### src/rtl/mpr_pkg.sv
package mpr_pkg;

    typedef enum logic [3:0] {
        ACC_RW    = 4'd0,
        ACC_RO    = 4'd1,
        ACC_WO    = 4'd2,
        ACC_CLR0  = 4'd3,
        ACC_CLR1  = 4'd4,
        ACC_CLRW  = 4'd5,
        ACC_CLRRD = 4'd6,
        ACC_SETRD = 4'd7,
        ACC_SET1  = 4'd8,
        ACC_ONCE  = 4'd9,
        ACC_TOG   = 4'd10,
        ACC_TRIG  = 4'd11,
        ACC_RSVD  = 4'd12
    } acc_e;

    localparam int unsigned CODE_W = 4;

    typedef struct packed {
        logic hit;     // masked bus write on this bit
        logic data;    // write data bit
        logic rd;      // bus read of the register
        logic locked;  // write-once lock of the owning field
    } sw_bit_t;

    typedef struct packed {
        logic set;
        logic clr;
        logic we;
        logic val;
    } hw_bit_t;

    function automatic logic sw_next(acc_e pol, logic cur, sw_bit_t s);
        logic v;
        v = cur;
        unique case (pol)
            ACC_RW, ACC_WO: if (s.hit)               v = s.data;
            ACC_CLR0:       if (s.hit && !s.data)    v = 1'b0;
            ACC_CLR1:       if (s.hit && s.data)     v = 1'b0;
            ACC_CLRW:       if (s.hit)               v = 1'b0;
            ACC_CLRRD:      if (s.rd)                v = 1'b0;
            ACC_SETRD:      if (s.rd)                v = 1'b1;
            ACC_SET1:       if (s.hit && s.data)     v = 1'b1;
            ACC_ONCE:       if (s.hit && !s.locked)  v = s.data;
            ACC_TOG:        if (s.hit && s.data)     v = ~cur;
            default:        v = cur;
        endcase
        return v;
    endfunction

    function automatic logic hw_next(logic sw_val, hw_bit_t h);
        logic v;
        v = sw_val;
        if (h.we)  v = h.val;
        if (h.clr) v = 1'b0;
        if (h.set) v = 1'b1;
        return v;
    endfunction

    function automatic logic shows_reset(acc_e pol);
        return (pol == ACC_WO) || (pol == ACC_RSVD);
    endfunction

endpackage

### src/rtl/mpr_sw_policy.sv
module mpr_sw_policy
    import mpr_pkg::*;
#(
    parameter int unsigned W   = 2,
    parameter acc_e        POL = ACC_RW
) (
    input  logic [W-1:0] cur,
    input  logic         wr,
    input  logic         rd,
    input  logic         locked,
    input  logic [W-1:0] wmask,
    input  logic [W-1:0] wdata,
    output logic [W-1:0] nxt
);
    for (genvar b = 0; b < W; b++) begin : g_bit
        sw_bit_t req;
        always_comb begin
            req.hit    = wr & wmask[b];
            req.data   = wdata[b];
            req.rd     = rd;
            req.locked = locked;
        end
        assign nxt[b] = sw_next(POL, cur[b], req);
    end
endmodule

### src/rtl/mpr_hw_merge.sv
module mpr_hw_merge
    import mpr_pkg::*;
#(
    parameter int unsigned W = 2
) (
    input  logic [W-1:0] sw_val,
    input  logic [W-1:0] hw_set,
    input  logic [W-1:0] hw_clr,
    input  logic [W-1:0] hw_we,
    input  logic [W-1:0] hw_wdata,
    output logic [W-1:0] nxt
);
    for (genvar b = 0; b < W; b++) begin : g_bit
        hw_bit_t h;
        always_comb begin
            h.set = hw_set[b];
            h.clr = hw_clr[b];
            h.we  = hw_we[b];
            h.val = hw_wdata[b];
        end
        assign nxt[b] = hw_next(sw_val[b], h);
    end
endmodule

### src/rtl/mpr_field.sv
module mpr_field
    import mpr_pkg::*;
#(
    parameter int unsigned W   = 2,
    parameter acc_e        POL = ACC_RW,
    parameter logic [W-1:0] RST = '0
) (
    input  logic         clk,
    input  logic         rst,
    input  logic         wr,
    input  logic         rd,
    input  logic [W-1:0] wmask,
    input  logic [W-1:0] wdata,
    input  logic [W-1:0] hw_set,
    input  logic [W-1:0] hw_clr,
    input  logic [W-1:0] hw_we,
    input  logic [W-1:0] hw_wdata,
    output logic [W-1:0] q,
    output logic [W-1:0] rd_view,
    output logic [W-1:0] trig
);
    localparam bit IS_ONCE = (POL == ACC_ONCE);
    localparam bit IS_TRIG = (POL == ACC_TRIG);
    localparam bit IS_RSVD = (POL == ACC_RSVD);

    logic [W-1:0] q_r, sw_nxt, hw_nxt, q_nxt, trig_r;
    logic         lock_r, lock_nxt;

    mpr_sw_policy #(.W(W), .POL(POL)) u_sw (
        .cur    (q_r),
        .wr     (wr),
        .rd     (rd),
        .locked (lock_r),
        .wmask  (wmask),
        .wdata  (wdata),
        .nxt    (sw_nxt)
    );

    mpr_hw_merge #(.W(W)) u_hw (
        .sw_val   (sw_nxt),
        .hw_set   (hw_set),
        .hw_clr   (hw_clr),
        .hw_we    (hw_we),
        .hw_wdata (hw_wdata),
        .nxt      (hw_nxt)
    );

    always_comb begin
        q_nxt    = IS_RSVD ? RST : hw_nxt;
        lock_nxt = IS_ONCE ? (lock_r | (wr & (|wmask))) : 1'b0;
    end

    always_ff @(posedge clk) begin
        if (rst) begin
            q_r    <= RST;
            lock_r <= 1'b0;
            trig_r <= '0;
        end else begin
            q_r    <= q_nxt;
            lock_r <= lock_nxt;
            trig_r <= (IS_TRIG && wr) ? (wmask & wdata) : '0;
        end
    end

    assign q       = q_r;
    assign rd_view = shows_reset(POL) ? RST : q_r;
    assign trig    = trig_r;
endmodule

### src/rtl/multipolicy_reg.sv
module multipolicy_reg
    import mpr_pkg::*;
#(
    parameter int unsigned NUM_FIELDS = 13,
    parameter int unsigned FIELD_W    = 2,
    parameter logic [NUM_FIELDS*CODE_W-1:0] POLICY_VEC = {
        4'd12, 4'd11, 4'd10, 4'd9, 4'd8, 4'd7, 4'd6,
        4'd5,  4'd4,  4'd3,  4'd2, 4'd1, 4'd0},
    parameter logic [NUM_FIELDS*FIELD_W-1:0] RESET_VAL = '0
) (
    input  logic                          clk,
    input  logic                          rst,
    input  logic                          sel,
    input  logic                          wr_en,
    input  logic                          rd_en,
    input  logic [NUM_FIELDS*FIELD_W-1:0] wdata,
    input  logic [NUM_FIELDS*FIELD_W-1:0] wmask,
    output logic [NUM_FIELDS*FIELD_W-1:0] rdata,
    input  logic [NUM_FIELDS*FIELD_W-1:0] hw_set,
    input  logic [NUM_FIELDS*FIELD_W-1:0] hw_clr,
    input  logic [NUM_FIELDS*FIELD_W-1:0] hw_we,
    input  logic [NUM_FIELDS*FIELD_W-1:0] hw_wdata,
    output logic [NUM_FIELDS*FIELD_W-1:0] field_q,
    output logic [NUM_FIELDS*FIELD_W-1:0] trig
);
    localparam int unsigned DW = NUM_FIELDS * FIELD_W;

    logic          bus_wr, bus_rd;
    logic [DW-1:0] view;

    assign bus_wr = sel & wr_en;
    assign bus_rd = sel & rd_en;

    for (genvar f = 0; f < NUM_FIELDS; f++) begin : g_field
        localparam acc_e POL = acc_e'(POLICY_VEC[f*CODE_W +: CODE_W]);
        mpr_field #(
            .W   (FIELD_W),
            .POL (POL),
            .RST (RESET_VAL[f*FIELD_W +: FIELD_W])
        ) u_field (
            .clk      (clk),
            .rst      (rst),
            .wr       (bus_wr),
            .rd       (bus_rd),
            .wmask    (wmask[f*FIELD_W +: FIELD_W]),
            .wdata    (wdata[f*FIELD_W +: FIELD_W]),
            .hw_set   (hw_set[f*FIELD_W +: FIELD_W]),
            .hw_clr   (hw_clr[f*FIELD_W +: FIELD_W]),
            .hw_we    (hw_we[f*FIELD_W +: FIELD_W]),
            .hw_wdata (hw_wdata[f*FIELD_W +: FIELD_W]),
            .q        (field_q[f*FIELD_W +: FIELD_W]),
            .rd_view  (view[f*FIELD_W +: FIELD_W]),
            .trig     (trig[f*FIELD_W +: FIELD_W])
        );
    end

    assign rdata = bus_rd ? view : '0;
endmodule

### config.mk
export PLATFORM = sky130hd
export DESIGN_NAME = multipolicy_reg
export DESIGN_NICKNAME = d
export VERILOG_FILES = /design/src/rtl/mpr_pkg.sv /design/src/rtl/mpr_sw_policy.sv /design/src/rtl/mpr_hw_merge.sv /design/src/rtl/mpr_field.sv /design/src/rtl/multipolicy_reg.sv
export SDC_FILE = /design/constraint.sdc
export NUM_CORES = 1
export LEC_CHECK = 0
export BUFFER_PORTS_ARGS = -buffer_cell sky130_fd_sc_hd__buf_2
export CAP_MARGIN = 40
export CORE_AREA = 2 2 93 95
export CTS_CLUSTER_DIAMETER = 200
export CTS_CLUSTER_SIZE = 25
export DETAILED_ROUTE_END_ITERATION = 7
export DIE_AREA = 0 0 95 97
export GPL_ROUTABILITY_DRIVEN = 0
export GPL_TIMING_DRIVEN = 0
export REMOVE_ABC_BUFFERS = 1
export SETUP_SLACK_MARGIN = 0.1
export SLEW_MARGIN = 15
export SYNTH_ARGS = -nofsm -noshare
export SYNTH_HDL_FRONTEND = slang
export SYNTH_SLANG_ARGS = --single-unit
### constraint.sdc
create_clock -name clk -period 1.65 [get_ports clk]
set_input_delay 0.0825 -clock clk [delete_from_list [all_inputs] [get_ports clk]]
set_output_delay 0.0825 -clock clk [all_outputs]
set_load 0.005 [all_outputs]
==> flow_summary.yaml <==
worst_hold_path:
  min_path_cells: 3
  holdCritPathClass: "in -> reg"
worst_setup_path:
  worstSetupStartpointType: "input port"
  critPathCaptureType: "register"
  path_max_fanout: 21
  cp.required_ns: 1.83
  ff2ff_setup_slack_ns: 0.27
  reg2regPathDepth: 4
  setup.worst_path.class: "in -> reg"
  critPathArrivalTime_ns: 1.56
cts:
  cts_sinks: 27
  cts-htree-levels: 1
  cts_buffers: 3
  cts_tree: "done"
  postCtsSetupRepairBufs: 0
  max-clock-path-buffers: 2
  cts_root_buffer: "clkbuf_8"
  worst_path_clk_slew_ns: 0.10
  clock_latency_ns: 0.28
global_route:
  grt_antenna_before_repair: 0
  first_global_vias: 2196
  grt_max_degree: 33
  grt_first_pass_wirelength_um: 9810
  globalRoute.totalOverflow: 0
  gr-usage-all-layers_pct: 13.1
detailed_routing:
  drt-wirelength-per-cell_um: 12.4
  totalWireLength_um: 6510
  drt_first_iter_violations: 33
  vias_per_cell: 4.45
  dr.pass1.iters: 4
  detail-route-antenna-nets: 0
  via_count: 2325
  drcViolationCount: 0
timing:
  setup_viol_count_final: 0
  rsz0062_at_grt: "no"
  maxSlewHeadroom_pct: 58.7
  slew_worst_pin_ns: 0.620
  final_max_tran_viols: 0
  layout_worst_path_cycle_share_pct: 84.0
  totalNegativeSetupSlack_ns: 0
  fin_skew_ns: 0.000273
  period_minus_slack_ns: 1.39
  fmax_mhz: 722
  hold_viol_final: 0
die:
  row_count: 33
  core-area_um2: 8130
  area_of_the_die_um2: 9220
  die_height_um: 97
  width_of_the_die_um: 95
  floorplan.io_pins: 239
  start_util_pct: 22.2
synthesis:
  syn-instance-count: 228
  async_reset_ff_share_pct: 0
  postSynth.topFlopCell: "dfxtp_1"
  synth-edff-count: 0
  synth_area_per_cell_um2: 7.93
  synth_cell_types: 35
  synth_sequential_area_ratio_pct: 29.9
  total_of_flip_flops_plus_latches_after_synthesis: 27
  netlist_area_before_placement_um2: 1810
  synth_warnings: 0
placed_design:
  placedInstanceArea_um2: 2690
  place.detailed.hpwl_um: 5010
  io_buffer_count: 182
finish:
  layout.area.seq_um2: 541
  post_route_cells_drive_above_1_share_pct: 46.4
  finalInstanceArea_um2: 2890
  multi_input_area_um2: 1010
  layout.filler_cells: 865
  area_growth_pct: 59.7
  nets: 580
  diodes_inserted: 0
power:
  total_power_uw: 1610
  ir_worst_vdd_v: 0.000249
  power_density_nw_per_um2: 558
  p_leak_uw: 0.00164
run:
  max_cap_viol_count: 0
run_status:
  run_status: "complete, no violations"
-- area by class of cell --
cell class,count,area share [%]
clock buffers,4,1.56
inverters,25,3.25
multi-input cells,165,35.1
flip-flops and latches,27,18.7
well taps,105,4.55
repair buffers,197,36.8
-- flip-flops by register name, indices dropped and copies added (netlist names) --
register,flops
g_field.u_field.trig,2
g_field.u_field.q,24
g_field.u_field.lock_r,1
-- critical path, cell delays in order --
cell	delay (ns)
buf_2	0.35
nand2_1	0.27
a22oi_1	0.20
o31ai_1	0.08
dlygate4sd3_1	0.58
-- timing repair --
action	in CTS	in global routing
endpoints found under the setup margin	0	2
endpoints found under the hold margin	11	0
gates resized for setup	0	1
hold buffers	15	0
-- power breakdown --
group / internal [uW] / leakage [uW] / switching (uW)
combinational: 261 / 0.00139 / 213
sequential: 699 / 0.000225 / 29.6
clock: 174 / 0.0000228 / 232
-- cells by family after synthesis --
kind of cell | share of synthesized area (%)
mux | 2.49
buf+inv | 20.1
compound gates | 21.3
flops | 29.9
other cells | 0.207
simple gates | 26.0
-- Yosys cell counts, types with 3 or more instances --
| library cell | number | area (um2) |
|---|---|---|
| a211oi_1 | 4 | 30.0 |
| a21oi_1 | 23 | 115 |
| a311oi_1 | 6 | 52.6 |
| a31oi_1 | 4 | 25.0 |
| and3_1 | 22 | 138 |
| and4_1 | 4 | 35.0 |
| buf_2 | 3 | 15.0 |
| buf_4 | 31 | 233 |
| clkbuf_1 | 6 | 22.5 |
| dfxtp_1 | 27 | 541 |
| inv_1 | 25 | 93.8 |
| mux2_2 | 4 | 45.0 |
| nand2_1 | 5 | 18.8 |
| nand2b_1 | 10 | 62.6 |
| nand3_1 | 6 | 30.0 |
| nand4b_1 | 4 | 35.0 |
| nor2_1 | 8 | 30.0 |
| nor2b_1 | 5 | 31.3 |
-- routing by layer --
metal	vias up	wire length (um)	global-route usage, %
met2	127	3390	24.9
met5	-	0	0
met3	12	573	3.12
li1	1141	-	-
met4	0	121	4.46
met1	1045	2420	13.8
-- path summary, 6_finish.rpt --
check / to / startpoint
worst min-delay path: g_field[1].u_field.q[1]$_SDFFE_PP0P_ / hw_set[3]
worst min register to register: g_field[2].u_field.q[1]$_SDFFE_PP0P_ / g_field[2].u_field.q[1]$_SDFFE_PP0P_
worst max register to register: g_field[6].u_field.q[1]$_SDFFE_PP0P_ / g_field[6].u_field.q[1]$_SDFFE_PP0P_
worst max-delay path: g_field[6].u_field.q[1]$_SDFFE_PP0P_ / rd_en
-- per-stage QoR --
step | worst slack (ns) | hold WS (ns) | utilization [%] | std cells
after floorplan | 0.531 | 0.149 | - | 217
after global placement | 0.182 | 0.270 | 33.1 | 504
after detailed placement | 0.123 | 0.273 | 33.1 | 504
after CTS | 0.135 | 0.000468 | 35.5 | 523
after global routing | 0.129 | 0.00719 | 35.5 | 523
final | 0.264 | 0.00677 | 35.5 | 523
-- cell usage in the layout, fill, tap and decap left out, drive strengths merged, types with 2 or more instances in the layout --
cell and n:
a22oi 2, conb 30, or3 2, nor2 8, a21oi 23, o41ai 2, nand2 5, buf 181
and3 22, nand4b 4, nor3b 2, inv 25, nand3 6, nor3 2, or4 2, a211oi 4
a221oi 4, nand3b 2, nand2b 10, o31ai 2, a221o 2, nor4 2, dlygate4sd3 15, a311oi 6
nor2b 5, a31oi 4, mux2 4, dfxtp 27, and4 4, clkbuf 5, a311o 2, o221a 2
Note: power is estimated with default switching activity, not from simulation.
